`src/rtl/vloop_pkg.sv`:
```
package vloop_pkg;
  // Strobes from the gate decoder to the datapath.
  typedef struct packed {
    logic clampEn;   // porch interval: clamp comparators active
    logic syncWin;   // sync interval: gain comparator active
    logic peakLimit; // peak-white limiting enabled
    logic boost;     // precharge window: scaled steps
    logic overlap;   // both gates high
  } loopStrobe_t;
endpackage

```
`src/rtl/vloop_ctrl.sv`:
```
module vloop_ctrl
  import vloop_pkg::*;
#(
  parameter int PRE_LINES = 2
) (
  input  logic        clk,
  input  logic        rst,
  input  logic        syncGate,
  input  logic        porchGate,
  input  logic        peakWhiteN,
  input  logic        prechargeReq,
  output loopStrobe_t strobe
);
  localparam int CNT_W = $clog2(PRE_LINES + 1);

  logic [CNT_W-1:0] lineCnt;
  logic             prevSync;
  logic             syncFall;

  assign syncFall = prevSync && !syncGate;

  always_ff @(posedge clk) begin
    if (rst) begin
      lineCnt  <= '0;
      prevSync <= 1'b0;
    end else begin
      prevSync <= syncGate;
      if (prechargeReq)
        lineCnt <= CNT_W'(PRE_LINES);
      else if (syncFall && lineCnt != '0)
        lineCnt <= lineCnt - 1'b1;
    end
  end

  always_comb begin
    strobe.clampEn   = porchGate;
    strobe.syncWin   = syncGate;
    strobe.peakLimit = !peakWhiteN;
    strobe.boost     = (lineCnt != '0);
    strobe.overlap   = syncGate && porchGate;
  end
endmodule

```
`src/rtl/vloop_datapath.sv`:
```
module vloop_datapath
  import vloop_pkg::*;
#(
  parameter int CODE_W      = 8,
  parameter int CMD_W       = 16,
  parameter int ACC_W       = 16,
  parameter int LUMA_BLACK  = 64,
  parameter int CHROMA_MID  = 128,
  parameter int CLAMP_STEP  = 54,
  parameter int GAIN_STEP   = 8,
  parameter int PEAK_STEP   = 540,
  parameter int BOOST       = 8,
  parameter int ACC_LO      = 256,
  parameter int ACC_HI      = 65280
) (
  input  logic                     clk,
  input  logic                     rst,
  input  loopStrobe_t              strobe,
  input  logic [CODE_W-1:0]        yCode,
  input  logic                     yUnder,
  input  logic                     yOver,
  input  logic [CODE_W-1:0]        cCode,
  input  logic                     cUnder,
  input  logic                     cOver,
  output logic signed [CMD_W-1:0]  yClampCmd,
  output logic signed [CMD_W-1:0]  cClampCmd,
  output logic signed [CMD_W-1:0]  gainCmd,
  output logic [ACC_W-1:0]         yClampAcc,
  output logic [ACC_W-1:0]         cClampAcc,
  output logic [ACC_W-1:0]         gainAcc,
  output logic                     gateOverlap
);
  localparam int NLOOP = 3;
  localparam int SUM_W = ((ACC_W > CMD_W) ? ACC_W : CMD_W) + 2;
  localparam logic [CODE_W-1:0] Y_TARGET = CODE_W'(LUMA_BLACK);
  localparam logic [CODE_W-1:0] C_TARGET = CODE_W'(CHROMA_MID);
  localparam logic [ACC_W-1:0]  ACC_MID  = ACC_W'(1) << (ACC_W - 1);
  localparam logic signed [SUM_W-1:0] LO_S = SUM_W'(ACC_LO);
  localparam logic signed [SUM_W-1:0] HI_S = SUM_W'(ACC_HI);

  logic signed [CMD_W-1:0] clampMag, gainMag, peakMag;

  always_comb begin
    clampMag = strobe.boost ? CMD_W'(CLAMP_STEP * BOOST) : CMD_W'(CLAMP_STEP);
    gainMag  = strobe.boost ? CMD_W'(GAIN_STEP * BOOST)  : CMD_W'(GAIN_STEP);
    peakMag  = strobe.boost ? CMD_W'(PEAK_STEP * BOOST)  : CMD_W'(PEAK_STEP);
  end

  function automatic logic signed [CMD_W-1:0] clampStep(
    input logic [CODE_W-1:0]       code,
    input logic                    under,
    input logic                    over,
    input logic [CODE_W-1:0]       target,
    input logic signed [CMD_W-1:0] mag
  );
    logic signed [CMD_W-1:0] res;
    if (under || (!over && code < target)) res = mag;
    else if (over || code > target)        res = -mag;
    else                                   res = '0;
    return res;
  endfunction

  logic signed [CMD_W-1:0] gainNext;

  always_comb begin
    if (strobe.overlap)
      gainNext = '0;
    else if (strobe.syncWin) begin
      if (yUnder)                         gainNext = gainMag;
      else if (yOver && strobe.peakLimit) gainNext = peakMag;
      else                                gainNext = -gainMag;
    end else if (strobe.peakLimit && yOver)
      gainNext = peakMag;
    else
      gainNext = '0;
  end

  always_ff @(posedge clk) begin
    if (rst) begin
      yClampCmd   <= '0;
      cClampCmd   <= '0;
      gainCmd     <= '0;
      gateOverlap <= 1'b0;
    end else begin
      yClampCmd   <= strobe.clampEn ? clampStep(yCode, yUnder, yOver, Y_TARGET, clampMag) : '0;
      cClampCmd   <= strobe.clampEn ? clampStep(cCode, cUnder, cOver, C_TARGET, clampMag) : '0;
      gainCmd     <= gainNext;
      gateOverlap <= strobe.overlap;
    end
  end

  logic signed [CMD_W-1:0] cmdVec [NLOOP];
  logic [ACC_W-1:0]        accVec [NLOOP];

  assign cmdVec[0] = yClampCmd;
  assign cmdVec[1] = cClampCmd;
  assign cmdVec[2] = gainCmd;

  for (genvar i = 0; i < NLOOP; i++) begin : g_acc
    logic [ACC_W-1:0]        accReg;
    logic signed [SUM_W-1:0] sum;

    always_comb sum = $signed({{(SUM_W-ACC_W){1'b0}}, accReg}) + SUM_W'(cmdVec[i]);

    always_ff @(posedge clk) begin
      if (rst)            accReg <= ACC_MID;
      else if (sum < LO_S) accReg <= ACC_W'(ACC_LO);
      else if (sum > HI_S) accReg <= ACC_W'(ACC_HI);
      else                 accReg <= sum[ACC_W-1:0];
    end

    assign accVec[i] = accReg;
  end

  assign yClampAcc = accVec[0];
  assign cClampAcc = accVec[1];
  assign gainAcc   = accVec[2];
endmodule

```
`src/rtl/video_loop_ctrl.sv`:
```
module video_loop_ctrl
  import vloop_pkg::*;
#(
  parameter int CODE_W     = 8,
  parameter int CMD_W      = 16,
  parameter int ACC_W      = 16,
  parameter int LUMA_BLACK = 64,
  parameter int CHROMA_MID = 128,
  parameter int CLAMP_STEP = 54,
  parameter int GAIN_STEP  = 8,
  parameter int PEAK_STEP  = 540,
  parameter int BOOST      = 8,
  parameter int PRE_LINES  = 2,
  parameter int ACC_LO     = 256,
  parameter int ACC_HI     = 65280
) (
  input  logic                    clk,
  input  logic                    rst,
  input  logic [CODE_W-1:0]       yCode,
  input  logic                    yUnder,
  input  logic                    yOver,
  input  logic [CODE_W-1:0]       cCode,
  input  logic                    cUnder,
  input  logic                    cOver,
  input  logic                    syncGate,
  input  logic                    porchGate,
  input  logic                    peakWhiteN,
  input  logic                    prechargeReq,
  output logic signed [CMD_W-1:0] yClampCmd,
  output logic signed [CMD_W-1:0] cClampCmd,
  output logic signed [CMD_W-1:0] gainCmd,
  output logic [ACC_W-1:0]        yClampAcc,
  output logic [ACC_W-1:0]        cClampAcc,
  output logic [ACC_W-1:0]        gainAcc,
  output logic                    gateOverlap
);
  loopStrobe_t strobe;

  vloop_ctrl #(.PRE_LINES(PRE_LINES)) ctrlI (
    .clk(clk), .rst(rst), .syncGate(syncGate), .porchGate(porchGate),
    .peakWhiteN(peakWhiteN), .prechargeReq(prechargeReq), .strobe(strobe)
  );

  vloop_datapath #(
    .CODE_W(CODE_W), .CMD_W(CMD_W), .ACC_W(ACC_W), .LUMA_BLACK(LUMA_BLACK),
    .CHROMA_MID(CHROMA_MID), .CLAMP_STEP(CLAMP_STEP), .GAIN_STEP(GAIN_STEP),
    .PEAK_STEP(PEAK_STEP), .BOOST(BOOST), .ACC_LO(ACC_LO), .ACC_HI(ACC_HI)
  ) dpI (
    .clk(clk), .rst(rst), .strobe(strobe),
    .yCode(yCode), .yUnder(yUnder), .yOver(yOver),
    .cCode(cCode), .cUnder(cUnder), .cOver(cOver),
    .yClampCmd(yClampCmd), .cClampCmd(cClampCmd), .gainCmd(gainCmd),
    .yClampAcc(yClampAcc), .cClampAcc(cClampAcc), .gainAcc(gainAcc),
    .gateOverlap(gateOverlap)
  );
endmodule

```
`config.mk`:
```
export PLATFORM = sky130hd
export DESIGN_NAME = video_loop_ctrl
export DESIGN_NICKNAME = d
export VERILOG_FILES = /design/src/rtl/vloop_pkg.sv /design/src/rtl/vloop_ctrl.sv /design/src/rtl/vloop_datapath.sv /design/src/rtl/video_loop_ctrl.sv
export SDC_FILE = /design/constraint.sdc
export NUM_CORES = 1
export LEC_CHECK = 0
export ABC_AREA = 1
export BUFFER_PORTS_ARGS = -buffer_cell sky130_fd_sc_hd__buf_2
export CORE_MARGIN = 3
export CORE_UTILIZATION = 25
export DETAILED_ROUTE_END_ITERATION = 12
export GPL_TIMING_DRIVEN = 0
export PLACE_DENSITY = 0.52
export SLEW_MARGIN = 20
export SYNTH_ARGS = -nofsm -noshare
export SYNTH_HDL_FRONTEND = slang
export SYNTH_SLANG_ARGS = --single-unit
```
`constraint.sdc`:
```
create_clock -name clk -period 3.01 [get_ports clk]
set_input_delay 0.602 -clock clk [delete_from_list [all_inputs] [get_ports clk]]
set_output_delay 0.602 -clock clk [all_outputs]
set_load 0.01 [all_outputs]
```
==> results of run 1 <==
final cells by class:
type                            count  area [µm²]  area share [%]
Buffer                             32         240            3.40
Clock buffer                       10         229            3.24
Clock inverter                      6        92.6            1.31
Inverter                          150         563            7.96
Multi-Input combinational cell    669        3580            50.7
Sequential cell                    72        1450            20.4
Tap cell                          285         357            5.04
Timing Repair Buffer              112         561            7.93
registers in the layout, summed over array words and instances (netlist names):
name,count
dpI.cClampAcc,15
dpI.yClampAcc,15
dpI.cClampCmd,8
dpI.gainCmd,8
dpI.gateOverlap,1
ctrlI.prevSync,1
dpI.yClampCmd,8
dpI.gainAcc,14
ctrlI.lineCnt,2
path summary, 6_finish.rpt:
kind                         start                to  slack (ns)
setup / recovery  dpI.cClampCmd[1]  dpI.cClampAcc[9]        0.40
hold / removal    ctrlI.lineCnt[1]  ctrlI.lineCnt[1]        0.50
setup reg to reg  dpI.cClampCmd[1]  dpI.cClampAcc[9]        0.40
hold reg to reg   ctrlI.lineCnt[1]  ctrlI.lineCnt[1]        0.50
cell usage after synthesis, types with 2 or more instances:
library cell and count:
dfxtp_1 72, a21oi_1 55, nand2_4 5, and2_1 6
a21oi_2 5, buf_4 28, nor3_2 8, xor2_1 3
nor2_2 2, nor2_1 100, nand4_1 13, fa_1 3
clkinv_1 2, clkbuf_1 2, ha_1 50, nor4_1 2
o21ai_0 12, o21bai_1 4, xnor2_1 2, inv_2 2
nand3_2 12, nor3_1 6, inv_1 146, nand3b_1 12
nand2_2 12, nand3_1 64, nand2_1 278, buf_6 2
logic make-up (layout without fill, tap and decap cells):
group	count (synthesis)	in the layout	share of synthesized area, %
AOI/OAI and AO/OA	80	80	7.51
xor gates and xnor gates	7	7	1.51
adders and majority gates	53	53	11.8
buffers and inverters	182	310	13.8
DFF	72	72	24.8
other	1	8	0.0646
and+or+nand+nor	521	521	40.4
what timing repair did:
action                     4_1_cts  5_1_grt
buffers inserted                 0        0
resized for setup                0        3
setup endpoints to repair        0       29
hold buffers                     0        0
cell usage in the layout, fill, tap and decap left out, types with 3 or more instances in the layout:
cell type / synthesis / final
nor3_2: 8 / 8
buf_2: 0 / 112
buf_4: 28 / 28
conb_1: 1 / 8
nand2_4: 5 / 5
inv_1: 146 / 146
clkbuf_1: 2 / 3
nand4_1: 13 / 13
nand2_1: 278 / 278
xor2_1: 3 / 3
o21bai_1: 4 / 4
nand3_2: 12 / 12
o21ai_0: 12 / 12
clkbuf_16: 0 / 9
dfxtp_2: 0 / 3
a21oi_2: 5 / 5
dfxtp_1: 72 / 69
a21oi_1: 55 / 55
nand3_1: 64 / 64
nand2_2: 12 / 12
nor2_1: 100 / 100
ha_1: 50 / 50
fa_1: 3 / 3
nand3b_1: 12 / 12
and2_1: 6 / 6
nor3_1: 6 / 6
where the power goes:
part           total, mW  internal (mW)  switching [mW]
Clock               1.20          0.731           0.464
Sequential          1.11           1.04          0.0656
Combinational      0.955          0.356           0.599
layer usage:
metal | GRT usage (%) | vias up | routed length [µm]
met5 | 0 | - | 0
met4 | 3.20 | 0 | 224
met3 | 2.88 | 16 | 753
met2 | 21.7 | 113 | 7200
met1 | 18.4 | 2512 | 8340
li1 | - | 3107 | -
stage by stage:
stage	area, µm²	worst slack, ns	power (mW)	utilization (%)	hold WS, ns
6_report	7070	0.404	3.26	31.1	0.495
3_3_place_gp	6740	0.176	2.08	29.7	0.471
2_1_floorplan	5830	0.723	1.78	-	0.454
5_1_grt	7070	0.149	3.48	31.1	0.503
4_1_cts	7070	0.128	3.30	31.1	0.489
3_5_place_dp	6740	0.151	2.09	29.7	0.478
critical path: stages (launching register included):
cell     delay [ns]
dfxtp_1        0.32
ha_1           0.24
fa_1           0.45
nand3_1        0.15
nand3_2        0.12
nand2_1        0.10
nand2_1        0.08
nand3_1        0.08
nand2_1        0.11
xnor2_1        0.29
nand2_1        0.15
inv_1          0.10
nand2_2        0.10
a21oi_1        0.23
==> impl_results.md, run 1 <==
* Slew Limit Fails at 0
* Clock root cell: clkbuf_16
* Max Root-Sink Buffers at 2
* Gp weighted congestion at 0.869
* First-pass GRT wire length at 27.0 mm
* Setup crit end kind: flip-flop
* Clock-pin slew reported for the worst setup and hold paths after clock tree synthesis at 0.06 ns
* Crit path required time at 3.26 ns
* CP Max Fanout at 6
* Unrepaired setup endpoints after global routing: false
* Max cap viols at 0
* PwrDens at 461 nW/µm²
* Share of flip-flops with an asynchronous set or reset at 0%
* Worst-skew pair later-pin latency at 0.34 ns
* Synth Warn # at 0
* Inst Count DP at 1320
* Dominant cell type by area after synthesis: dfxtp_1
* Flops & latches, synth at 72
* WS Path Type: reg2reg
* Htree depth at 3
* Layout Nets at 1125
* Per-cell routed wire length at 12.4 µm
* Initial antenna violation count at 0
* Main area contributors after synthesis: dfxtp_1 (25%), nand2_1 (18%), ha_1 (11%), inv_1 (9.4%), nor2_1 (6.5%)
* Sequential fraction of the synthesis area at 24.8%
* Netlist cell types at 36
* Vias in the first global route at 5509
* Final HPWL DP at 13.7 mm
* Run status: complete, no violations
* Most used DFF post-synth: dfxtp_1
* Chip height at 158 µm
* Clk sinks at 72
* Final-layout fill cell count at 2554
* Vias at 5748
* Critical path launch point type: flip-flop
* ANT cells at 0
* Pleak at 4.02 nW
* EDFF count, synth at 0
* Die width at 158 µm
* Remaining DRCs at 0
* Mapped Cells at 916
* Worst reg-to-reg path cell count at 13
* Initial Util at 25.5%
* Slew headroom at 60.7%
* DR pass1 iterations at 5
* CTS tree: built
* Area grow syn2layout at 21.9%
* Overflow left after global routing at 0
* Area share of the largest cell type after synthesis at 24.8%
* Gr usage total at 13.4%
* Total wire length at 16.5 mm
* Peak supply drop at 311 µV
* FMAX at 384 MHz
* Largest net degree at the start of global routing at 19
* DR iter-0 viols at 290
* Fin cells at 1336
* Num CTS Buffers at 9
* Worst Hold Class: reg2reg
* Total core area at 22700 µm²
* Tcrit/Tclk final at 86.6%
* Skew final at 0.00705 ns
* Worst slew pin tran at 0.590 ns
* Vias per inst at 4.30
* Final setup fails at 0
* Avg Cell Area, Syn at 6.33 µm²
* Final Hold Viols at 0
* Final antenna-violating net count at 0
* Post-synth design cell area at 5800 µm²
* Hold depth at 2
* Rows at 55
* Share of layout cells above drive strength 1 at 19.9%
* Fin crit period at 2.61 ns
* Total die area at 25100 µm²
* Port bufs at 112
* Worst EP arrival at 2.85 ns
* Post-Route Setup TNS at 0 ns
* I/O pin total at 123
Note: power is estimated with default switching activity, not from simulation.
==> inputs of run 2 (changes only) <==
- CELL_PAD_IN_SITES_DETAIL_PLACEMENT: default -> 0
- CELL_PAD_IN_SITES_GLOBAL_PLACEMENT: default -> 1
- PLACE_DENSITY: 0.52 -> 0.68
- SYNTH_HIERARCHICAL: default -> 1
- clock period: 3.01 -> 2.1 ns (I/O delays scaled with it)
==> impl_results.md, run 2 <==
* Vias in the first global route at 5833 (+5.9%)
* Crit path required time at 2.32 ns (-0.94 ns)
* PwrDens at 569 nW/µm² (+23%)
* HP Start: prechargeReq
* Gp weighted congestion at 0.793 (-8.8%)
* Inst Count DP at 1382 (+4.7%)
* Most used DFF post-synth: dfxtp_1
* First-pass GRT wire length at 30.0 mm (+11%)
* Share of layout cells above drive strength 1 at 44.1% (+24 points)
* Clock root cell: clkbuf_16
* Largest net degree at the start of global routing at 13 (-6)
* DR iter-0 viols at 209 (-28%)
* WS Path Type: reg2reg
* Area share of the largest cell type after synthesis at 24.2% (-0.66 points)
* Main area contributors after synthesis: dfxtp_1 (24%), nand2_1 (19%), ha_1 (10%), inv_1 (9.8%), nor2_1 (5.7%)
* Dominant cell type by area after synthesis: dfxtp_1
* WP buf/inv at 1 (unchanged)
* Met3 wire length at 768 µm (+2.0%)
* Most frequent CP cell: nand2_1
* Peak supply drop at 289 µV (-7.0%)
* Avg Cell Area, Syn at 6.29 µm² (-0.75%)
* Max stage delay on crit path at 0.37 ns (-0.08 ns)
* Post-synth design cell area at 5960 µm² (+2.7%)
* Per-cell routed wire length at 13.2 µm (+6.5%)
* Slew headroom at 52.2% (-8.5 points)
* Mapped Cells at 948 (+3.5%)
* Gr usage total at 14.5% (+1.0 points)
* Slew Limit Fails at 0 (unchanged)
* Num CTS Buffers at 9 (unchanged)
* Overflow left after global routing at 0 (unchanged)
* Hold depth at 4 (+2)
* Met2 wire length at 8.96 mm (+24%)
* R2R Path Start: dpI/cClampCmd[1]
* Worst R2R Setup Slack at -0.19 ns (-0.60 ns)
* Most frequent cells in the layout: nand2_1 (229), inv_1 (146), buf_2 (114)
* DR pass1 iterations at 4 (-1)
* Total wire length at 19.1 mm (+16%)
* EDFF count, synth at 0 (unchanged)
* CTS Hold Bufs at 0 (unchanged)
* Max Root-Sink Buffers at 2 (unchanged)
* RR Endpoint: dpI/cClampAcc[15]
* Setup crit end kind: flip-flop
* Commonest non-fill, non-tap cell in the layout: nand2_1
* Port bufs at 114 (+1.8%)
* Synth Warn # at 6 (+6)
* Pleak at 4.58 nW (+14%)
* Commonest cells in the netlist: nand2_1 (305), inv_1 (156), nor2_1 (90)
* Critical path launch point type: flip-flop
* Htree depth at 3 (unchanged)
* Met1 WL at 9.13 mm (+9.5%)
* Worst reg-to-reg path cell count at 17 (+4)
* Worst EP arrival at 2.51 ns (-0.34 ns)
* CP delay by family, top: simple AND/OR/NAND/NOR gates
* FMAX at 436 MHz (+14%)
* Worst Setup SP: dpI/cClampCmd[1]
* Final Core Density at 38.8% (+7.7 points)
* Remaining DRCs at 0 (unchanged)
* Run status: finished, violations left
* Violated checks: setup timing
* Critical path, cell by cell: ha_4 > fa_2 > buf_6 > nor2_4 > nor2_2 > nor2_1 > nand3_1 > nor2_1 > nand3_1 > nand3_1 > nor2_1 > nand2_1 > nand2_4 > nand2_8 > nand2_1 > nand2_1 > nand2_1
* Rows at 55 (unchanged)
* CP max-delay cell: fa_2
* Total die area at 25700 µm² (+2.6%)
* Final antenna-violating net count at 0 (unchanged)
* Chip height at 160 µm (+1.3%)
* Final worst slack at -0.192 ns (-0.596 ns)
* Fin cells at 1450 (+8.5%)
* Total core area at 23100 µm² (+1.5%)
* Die width at 160 µm (+1.3%)
* Flops & latches, synth at 72 (unchanged)
* Skew final at 0.0119 ns (+0.00481 ns)
* Worst-skew pair later-pin latency at 0.34 ns (about the same)
* Highest routed metal layer: met4
* Clk sinks at 72 (unchanged)
* Area grow syn2layout at 50.2%
* Worst slew pin tran at 0.711 ns (+0.121 ns)
* Netlist cell types at 38 (+5.6%)
* Initial antenna violation count at 0 (unchanged)
* Final Hold Viols at 0 (unchanged)
* CP Max Fanout at 6 (unchanged)
* Worst Hold Class: in2reg
* Layout Nets at 1210 (+7.6%)
* Vias per inst at 4.30 (about the same)
* Fin crit period at 2.29 ns (-0.314 ns)
* Initial Util at 25.8% (+0.30 points)
* Final setup fails at 44 (+44)
* Clock-pin slew reported for the worst setup and hold paths after clock tree synthesis at 0.06 ns (about the same)
* Final HPWL DP at 14.5 mm (+5.6%)
* CTS tree: built
* Share of flip-flops with an asynchronous set or reset at 0% (unchanged)
* Tcrit/Tclk final at 109% (+23 points)
* I/O pin total at 123 (unchanged)
* Unrepaired setup endpoints after global routing: true
* Count leader, synth: nand2_1
* Vias at 6234 (+8.5%)
* Max cap viols at 0 (unchanged)
* Sequential fraction of the synthesis area at 24.2% (-0.66 points)
* Worst hold endpoint: ctrlI/lineCnt[0]
==> run 2: worst min-delay path, cell delays in order <==
cell	delay (ns)
buf_2	0.09
nor2_1	0.04
o21ai_0	0.06
a21oi_1	0.04
==> run 2: where the power goes <==
part           switching [mW]  internal, mW
sequential              0.131          1.49
combinational            1.14         0.861
clock                   0.650         0.824
==> run 2: cells by family (layout without fill, tap and decap cells) <==
group	after synthesis	in the layout	synth area share (%)
AOI/OAI and AO/OA	69	69	6.78
other	1	9	0.0629
buffers and inverters	195	376	14.5
adders and majority gates	53	53	11.5
DFF	72	72	24.2
and+or+nand+nor	557	557	42.8
xor gates and xnor gates	1	1	0.147
==> run 2: per-stage QoR <==
step / area, µm² / worst slack [ns] / power [mW] / setup TNS, ns / hold slack, ns
detailed placement: 6990 / -0.452 / 3.03 / -14.70 / 0.469
floorplan: 6030 / -0.00458 / 2.58 / -0.00458 / 0.449
finish: 8950 / -0.192 / 5.09 / -5.77 / 0.340
global placement: 6990 / -0.442 / 3.03 / -14.76 / 0.472
CTS: 8340 / -0.233 / 4.90 / -5.68 / 0.326
global route: 8950 / -0.345 / 5.40 / -11.67 / 0.349
==> run 2: repair_timing <==
action | in CTS | in global routing
gates resized for setup | 155 | 139
buffers inserted | 36 | 13
pin swaps | 51 | 66
endpoints found under the setup margin | 44 | 44
cloned | 2 | 0
==> run 2: area by class of cell <==
type                       count  area, µm²
sequential                    72       1480
multi-input combinational    688       4870
clock buffer                  10        239
timing repair buffer         165       1060
clock inverter                 6       35.0
tap                          313        392
fill                        2419      14100
antenna                        1       2.50
inverter                     163        612
buffer                        32        260
==> run 2: per-layer routing <==
layer  track usage, %  vias up
met5                0        -
met4             4.22        0
met3             2.27       13
met2             24.0      114
met1             19.3     2799
li1                 -     3308
==> run 2: worst max path at each step <==
stage | endpoint | slack, ns | cells past startpoint
2_1_floorplan | dpI/yClampAcc[15] | -0.005 | 16
3_3_place_gp | dpI/gainAcc[3] | -0.44 | 15
3_5_place_dp | dpI/gainAcc[7] | -0.45 | 15
4_1_cts | dpI/cClampAcc[15] | -0.23 | 17
5_1_grt | dpI/gainAcc[5] | -0.34 | 19
6_report | dpI/cClampAcc[15] | -0.19 | 17
